File: config.mk
export PLATFORM = sky130hd
export DESIGN_NAME = ilv_block_mem
export DESIGN_NICKNAME = d
export VERILOG_FILES = /design/src/rtl/ilv_pkg.sv /design/src/rtl/ilv_bank.sv /design/src/rtl/ilv_issue.sv /design/src/rtl/ilv_retseq.sv /design/src/rtl/ilv_block_mem.sv
export SDC_FILE = /design/constraint.sdc
export NUM_CORES = 2
export LEC_CHECK = 0
export ABC_AREA = 1
export BUFFER_PORTS_ARGS = -buffer_cell sky130_fd_sc_hd__buf_4
export CELL_PAD_IN_SITES_DETAIL_PLACEMENT = 1
export CELL_PAD_IN_SITES_GLOBAL_PLACEMENT = 1
export CORE_MARGIN = 4
export CORE_UTILIZATION = 50
export CTS_CLUSTER_DIAMETER = 60
export DETAILED_ROUTE_END_ITERATION = 16
export PLACE_DENSITY_LB_ADDON = 0.1
export RECOVER_POWER = 50
export SETUP_SLACK_MARGIN = 0.5
export SLEW_MARGIN = 40
export SYNTH_ARGS = -nofsm -noshare
export SYNTH_HDL_FRONTEND = slang
export SYNTH_SLANG_ARGS = --single-unit
File: constraint.sdc
create_clock -name clk -period 5.9 [get_ports clk]
set_clock_uncertainty 0.05 [all_clocks]
set_input_delay 1.77 -clock clk [delete_from_list [all_inputs] [get_ports clk]]
set_output_delay 1.77 -clock clk [all_outputs]
set_load 0.05 [all_outputs]
File: src/rtl/ilv_pkg.sv
package ilv_pkg;
  typedef enum logic {
    SEQ_IDLE = 1'b0,
    SEQ_RUN  = 1'b1
  } seq_st_e;
endpackage

File: src/rtl/ilv_bank.sv
module ilv_bank #(
  parameter int ROW_W    = 4,
  parameter int DATA_W   = 32,
  parameter int BANK_CYC = 10
) (
  input  logic              clk,
  input  logic              rst_n,
  input  logic              start,
  input  logic              wr,
  input  logic [ROW_W-1:0]  row,
  input  logic [DATA_W-1:0] wdata,
  input  logic              take,
  output logic              busy,
  output logic              rdy,
  output logic [DATA_W-1:0] rdata
);
  localparam int ROWS = 1 << ROW_W;
  localparam int CW   = $clog2(BANK_CYC + 1);

  logic [DATA_W-1:0] mem [ROWS];
  logic [CW-1:0]     cnt;
  logic              rd_pend;
  logic [ROW_W-1:0]  row_q;
  logic              done_rd;

  assign busy    = (cnt != '0);
  assign done_rd = !start && (cnt == CW'(1)) && rd_pend;

  always_ff @(posedge clk) begin
    if (!rst_n) begin
      cnt     <= '0;
      rd_pend <= 1'b0;
      row_q   <= '0;
      rdy     <= 1'b0;
    end else begin
      if (take) rdy <= 1'b0;
      if (start) begin
        cnt     <= CW'(BANK_CYC);
        rd_pend <= !wr;
        row_q   <= row;
      end else if (busy) begin
        cnt <= cnt - 1'b1;
        if (done_rd) rdy <= 1'b1;
      end
    end
  end

  always_ff @(posedge clk) begin
    if (start && wr) mem[row] <= wdata;
    if (done_rd) rdata <= mem[row_q];
  end

  // an access never lands on a bank whose timer still runs
  a_r10_no_restart: assert property (@(posedge clk) disable iff (!rst_n)
    start |-> !busy);
  // an access holds the bank busy in the following cycle
  a_r8_busy_after_start: assert property (@(posedge clk) disable iff (!rst_n)
    start |=> busy);
endmodule

File: src/rtl/ilv_issue.sv
module ilv_issue #(
  parameter int NBANK  = 4,
  parameter int ROW_W  = 4,
  parameter int DATA_W = 32,
  parameter int ADDR_W = 6
) (
  input  logic              clk,
  input  logic              rst_n,
  input  logic              req_valid,
  output logic              req_ready,
  input  logic              req_write,
  input  logic [ADDR_W-1:0] req_addr,
  input  logic [DATA_W-1:0] req_wdata,
  input  logic [NBANK-1:0]  bank_busy,
  input  logic              seq_idle,
  output logic [NBANK-1:0]  bank_start,
  output logic              rd_fire,
  output logic              iss_wr,
  output logic [ROW_W-1:0]  iss_row,
  output logic [DATA_W-1:0] iss_wdata
);
  localparam int BSEL_W = $clog2(NBANK);

  logic              pend_v;
  logic              pend_wr;
  logic [ADDR_W-1:0] pend_addr;
  logic [DATA_W-1:0] pend_wdata;
  logic [BSEL_W-1:0] pend_bank;
  logic              can_fire;

  assign pend_bank = pend_addr[BSEL_W-1:0];
  assign req_ready = !pend_v;
  assign can_fire  = pend_v && (pend_wr ? !bank_busy[pend_bank]
                                        : (bank_busy == '0) && seq_idle);
  assign rd_fire   = can_fire && !pend_wr;
  assign iss_wr    = pend_wr;
  assign iss_row   = pend_addr[ADDR_W-1:BSEL_W];
  assign iss_wdata = pend_wdata;

  always_ff @(posedge clk) begin
    if (!rst_n) begin
      pend_v     <= 1'b0;
      pend_wr    <= 1'b0;
      pend_addr  <= '0;
      pend_wdata <= '0;
    end else if (req_valid && req_ready) begin
      pend_v     <= 1'b1;
      pend_wr    <= req_write;
      pend_addr  <= req_addr;
      pend_wdata <= req_wdata;
    end else if (can_fire) begin
      pend_v <= 1'b0;
    end
  end

  for (genvar i = 0; i < NBANK; i++) begin : g_start
    assign bank_start[i] = can_fire && (!pend_wr || pend_bank == BSEL_W'(i));
    // the issue stage only starts free banks
    a_r10_start_free: assert property (@(posedge clk) disable iff (!rst_n)
      bank_start[i] |-> !bank_busy[i]);
  end

  // an accepted request blocks the next one in the following cycle
  a_r7_ready_drops: assert property (@(posedge clk) disable iff (!rst_n)
    (req_valid && req_ready) |=> !req_ready);
  // a write starts exactly one bank
  a_r8_one_bank: assert property (@(posedge clk) disable iff (!rst_n)
    (can_fire && pend_wr) |-> $onehot0(bank_start) && (bank_start != '0));
endmodule

File: src/rtl/ilv_retseq.sv
module ilv_retseq #(
  parameter int NBANK  = 4,
  parameter int DATA_W = 32
) (
  input  logic              clk,
  input  logic              rst_n,
  input  logic              blk_start,
  input  logic [NBANK-1:0]  bank_rdy,
  input  logic [DATA_W-1:0] bank_rdata [NBANK],
  input  logic              rsp_ready,
  output logic              rsp_valid,
  output logic [DATA_W-1:0] rsp_data,
  output logic              rsp_last,
  output logic [NBANK-1:0]  bank_take,
  output logic              idle
);
  import ilv_pkg::*;
  localparam int BSEL_W = $clog2(NBANK);

  seq_st_e           st;
  logic [BSEL_W-1:0] idx;
  logic              fire;

  assign idle      = (st == SEQ_IDLE);
  assign rsp_valid = (st == SEQ_RUN) && bank_rdy[idx];
  assign rsp_data  = bank_rdata[idx];
  assign rsp_last  = rsp_valid && (idx == BSEL_W'(NBANK - 1));
  assign fire      = rsp_valid && rsp_ready;

  for (genvar i = 0; i < NBANK; i++) begin : g_take
    assign bank_take[i] = fire && (idx == BSEL_W'(i));
  end

  always_ff @(posedge clk) begin
    if (!rst_n) begin
      st  <= SEQ_IDLE;
      idx <= '0;
    end else if (blk_start) begin
      st  <= SEQ_RUN;
      idx <= '0;
    end else if (fire) begin
      if (rsp_last) st <= SEQ_IDLE;
      idx <= idx + 1'b1;
    end
  end

  // a stalled word stays put
  a_r6_hold: assert property (@(posedge clk) disable iff (!rst_n)
    (rsp_valid && !rsp_ready) |=> rsp_valid && $stable(rsp_data) && $stable(rsp_last));
  // nothing follows the last word directly
  a_r5_last_ends: assert property (@(posedge clk) disable iff (!rst_n)
    (rsp_last && rsp_ready) |=> !rsp_valid);
  // a new block never starts over an unfinished one
  a_r9_start_idle: assert property (@(posedge clk) disable iff (!rst_n)
    blk_start |-> idle);
endmodule

File: src/rtl/ilv_block_mem.sv
module ilv_block_mem #(
  parameter int NBANK    = 4,
  parameter int ROW_W    = 4,
  parameter int DATA_W   = 32,
  parameter int BANK_CYC = 10,
  parameter int ADDR_W   = $clog2(NBANK) + ROW_W
) (
  input  logic              clk,
  input  logic              rst_n,
  input  logic              req_valid,
  output logic              req_ready,
  input  logic              req_write,
  input  logic [ADDR_W-1:0] req_addr,
  input  logic [DATA_W-1:0] req_wdata,
  output logic              rsp_valid,
  input  logic              rsp_ready,
  output logic [DATA_W-1:0] rsp_data,
  output logic              rsp_last
);
  logic [NBANK-1:0]  bank_busy;
  logic [NBANK-1:0]  bank_rdy;
  logic [NBANK-1:0]  bank_take;
  logic [NBANK-1:0]  bank_start;
  logic [DATA_W-1:0] bank_rdata [NBANK];
  logic              rd_fire;
  logic              seq_idle;
  logic              iss_wr;
  logic [ROW_W-1:0]  iss_row;
  logic [DATA_W-1:0] iss_wdata;

  ilv_issue #(.NBANK(NBANK), .ROW_W(ROW_W), .DATA_W(DATA_W), .ADDR_W(ADDR_W)) u_issue (
    .clk(clk), .rst_n(rst_n),
    .req_valid(req_valid), .req_ready(req_ready), .req_write(req_write),
    .req_addr(req_addr), .req_wdata(req_wdata),
    .bank_busy(bank_busy), .seq_idle(seq_idle),
    .bank_start(bank_start), .rd_fire(rd_fire),
    .iss_wr(iss_wr), .iss_row(iss_row), .iss_wdata(iss_wdata)
  );

  for (genvar b = 0; b < NBANK; b++) begin : g_bank
    ilv_bank #(.ROW_W(ROW_W), .DATA_W(DATA_W), .BANK_CYC(BANK_CYC)) u_bank (
      .clk(clk), .rst_n(rst_n),
      .start(bank_start[b]), .wr(iss_wr), .row(iss_row), .wdata(iss_wdata),
      .take(bank_take[b]), .busy(bank_busy[b]), .rdy(bank_rdy[b]),
      .rdata(bank_rdata[b])
    );
  end

  ilv_retseq #(.NBANK(NBANK), .DATA_W(DATA_W)) u_seq (
    .clk(clk), .rst_n(rst_n),
    .blk_start(rd_fire), .bank_rdy(bank_rdy), .bank_rdata(bank_rdata),
    .rsp_ready(rsp_ready), .rsp_valid(rsp_valid), .rsp_data(rsp_data),
    .rsp_last(rsp_last), .bank_take(bank_take), .idle(seq_idle)
  );

  // no response can exist without an earlier request
  a_r1_quiet_after_reset: assert property (@(posedge clk)
    !rst_n |=> !rsp_valid && req_ready);
endmodule

==> flow_summary.ini <==
[outcome]
violations = max-capacitance violations, max-slew violations
status = finished with violations

[worst_setup_path]
cp_num_buf_inv = 2
crit_chain = clkinvlp_2 -> clkbuf_2 -> o211ai_1 -> nand3_1 -> nand2_1
cp_top_family = buffers and inverters
startpoint_type = flop
arrival_ps = 5710
cp_max_fo = 51
criticalPathCategory = reg2reg
worstPathRequired_ps = 6520
max_stage_delay_ps = 1910
slowest_stage = clkinvlp_2
critical_path.endpoint_type = flop

[finish]
multiInputGateArea_mm2 = 0.0188
nFillCells = 16638
final_net_count = 6360
drive_gt1_share_pct = 9.90
regArea_mm2 = 0.0670
final_cells = 8851
syn_to_final_growth_pct = 13.4

[clock_network]
clk_latency_ps = 870
cts_setup_buffers = 0
ctsHtreeMaxLevel = 4
cts_tree = done
path_clk_slew_ps = 70
clockBufferDepth = 3
numCtsBuffers = 225
cts_sinks = 2259
cts-resized-gates = 0
cts-root-buf = clkbuf_16
hold_buffers = 0

[synth]
netlist_instances = 6231
syn_nets = 6278
ys_ff_latch = 2259
async_flop_share_pct = 0
avgSynthCellArea_um2 = 14.3
synth_top_flop_cell = edfxtp_1
post-synth-top-count-cell = edfxtp_1
yosysSeqAreaShare_pct = 75.0
yosys-top-cells-area = edfxtp_1 (73%), mux2i_1 (5.6%), o211ai_1 (4.3%), o21ai_0 (4.1%), a21oi_1 (3.1%)
syn_area_mm2 = 0.0893
synth_top_area_share_pct = 73.1
synth_edf_count = 2176
yosysUniqueCellTypes = 32
ys.warnings.count = 0
synthTopCellsByCount = edfxtp_1 (2,176), o21ai_0 (728), inv_1 (561)
yosysTopAreaCell = edfxtp_1

[global_route]
grt_pass1_vias = 54024
antenna_found_initial = 26
grt_overflow = 0
grt_max_degree = 124
groute.usage.overall_pct = 30.1
grt_first_pass_wirelength_um = 399000

[power]
p_clk_share_pct = 36.8
p_int_uw = 27500
p_comb_share_pct = 13.4
ir_drop_mv = 0.315
seq_power_share_pct = 49.9
p_per_area_mw_per_mm2 = 376
p_leak_uw = 0.0327
swShare_pct = 27.9
switchingPower_uw = 10600

[placed_design]
globalplace.congestion = 0.884
dp_cells = 8421
dp_hpwl_um = 179000
port_buffers = 77

[die]
die_w_um = 431
core_mm2 = 0.177
die_h_um = 431
row_count = 154
io_pins = 78
start_util_pct = 50.5
die_area_mm2 = 0.185

[sta]
max_freq_mhz = 196
tightest_slew_ps = 4900
period_share_pct = 86.4
hold_viol = 0
rsz0062_at_grt = false
slew_headroom_pct = -227
tns_ps = 0
layout_min_cycle_time_ps = 5100
maxSlewViolCount = 2226
setup_viol = 0

[detailed_routing]
drc = 0
antenna_left = 0
num_vias = 54324
drt_pre_antenna_iters = 6
vias_per_cell = 6.14
drt_iter0_drc = 6838
wl_per_cell_um = 31.9
routed_wl_um = 282000

[hold_path]
holdCritPathClass = reg2reg

[run]
maxCapViolCount = 56
## final timing paths
check | start | to | slack, ps | cells after the start
max | g_bank[0].u_bank.row_q[1] | g_bank[0].u_bank.rdata[21] | 800 | 5
min | g_bank[2].u_bank.rd_pend | g_bank[2].u_bank.rd_pend | 420 | 2
max reg2reg | g_bank[0].u_bank.row_q[1] | g_bank[0].u_bank.rdata[21] | 800 | 5
min reg2reg | g_bank[2].u_bank.rd_pend | g_bank[2].u_bank.rd_pend | 420 | 2
## power groups by stage
stage,combinational (uW),clock [uW],sequential (uW)
finish,5090,14000,19000
global route,5350,14900,19000
CTS,5080,14200,18900
detailed placement,5040,0,19300
global placement,4890,0,19300
floorplan,2550,0,19000
## stage by stage
stage	instance area [um2]	utilization, %	hold slack, ps	total power (uW)	setup WS (ps)
after floorplan	89300	-	385	21600	2210
after global routing	101000	57.3	447	39300	550
final	101000	57.3	417	38100	805
after detailed placement	94400	53.4	406	24300	2060
after CTS	102000	57.4	416	38200	1170
after global placement	92400	52.2	403	24200	1860
## metal layers
metal  GRT usage, %  up-vias  share of wire, %
met5              0        -             0.035
met4           13.7       14               5.2
met3           4.47      447               7.8
met2           46.5     2450                46
met1           42.8    27909                41
li1               -    23504                 -
## cell usage in the layout (no fill, tap or decap), types with 42 or more instances in the layout
| cell type | n |
|---|---|
| nor2_4 | 64 |
| clkbuf_16 | 229 |
| mux2i_1 | 500 |
| nand3_1 | 188 |
| clkbuf_1 | 99 |
| o21ai_0 | 728 |
| buf_8 | 50 |
| clkinv_2 | 44 |
| nor2_1 | 168 |
| buf_16 | 42 |
| clkinv_1 | 54 |
| edfxtp_1 | 2176 |
| dfxtp_1 | 71 |
| a21oi_1 | 558 |
| buf_4 | 118 |
| nand2_1 | 209 |
| inv_1 | 555 |
| o211ai_1 | 512 |
## tightest hold or removal path, cell delays in order, from the launching register on
cell and delay [ps]:
dfxtp_1 310, nand2_1 60, a21oi_1 50
## cells by family after synthesis
group	synth area share (%)
muxes	5.60
buffers and inverters	4.45
DFF	75.0
adders and majority gates	0.0560
and+or+nand+nor	3.12
xor gates and xnor gates	0.00981
AOI/OAI and AO/OA	11.8
## sequential cells by signal, indices dropped and copies added, names as in the netlist
signal                 cells
g_bank.u_bank.mem       2048
g_bank.u_bank.rdata      128
u_issue.iss_wdata         32
g_bank.u_bank.cnt         16
g_bank.u_bank.row_q       16
u_issue.pend_addr          6
g_bank.u_bank.rd_pend      4
g_bank.u_bank.rdy          4
u_seq.idx                  2
u_issue.iss_wr             1
u_issue.pend_v             1
u_seq.st                   1
## cell type report
type | count | share of cell area [%]
antenna | 5 | 0.0123
clock buffer | 292 | 5.94
clock inverter | 128 | 1.08
inverter | 568 | 2.12
multi-input combinational | 2990 | 18.6
sequential | 2259 | 66.2
tap | 2340 | 2.89
timing repair buffer | 269 | 3.22
Note: power is estimated with default switching activity, not from simulation.
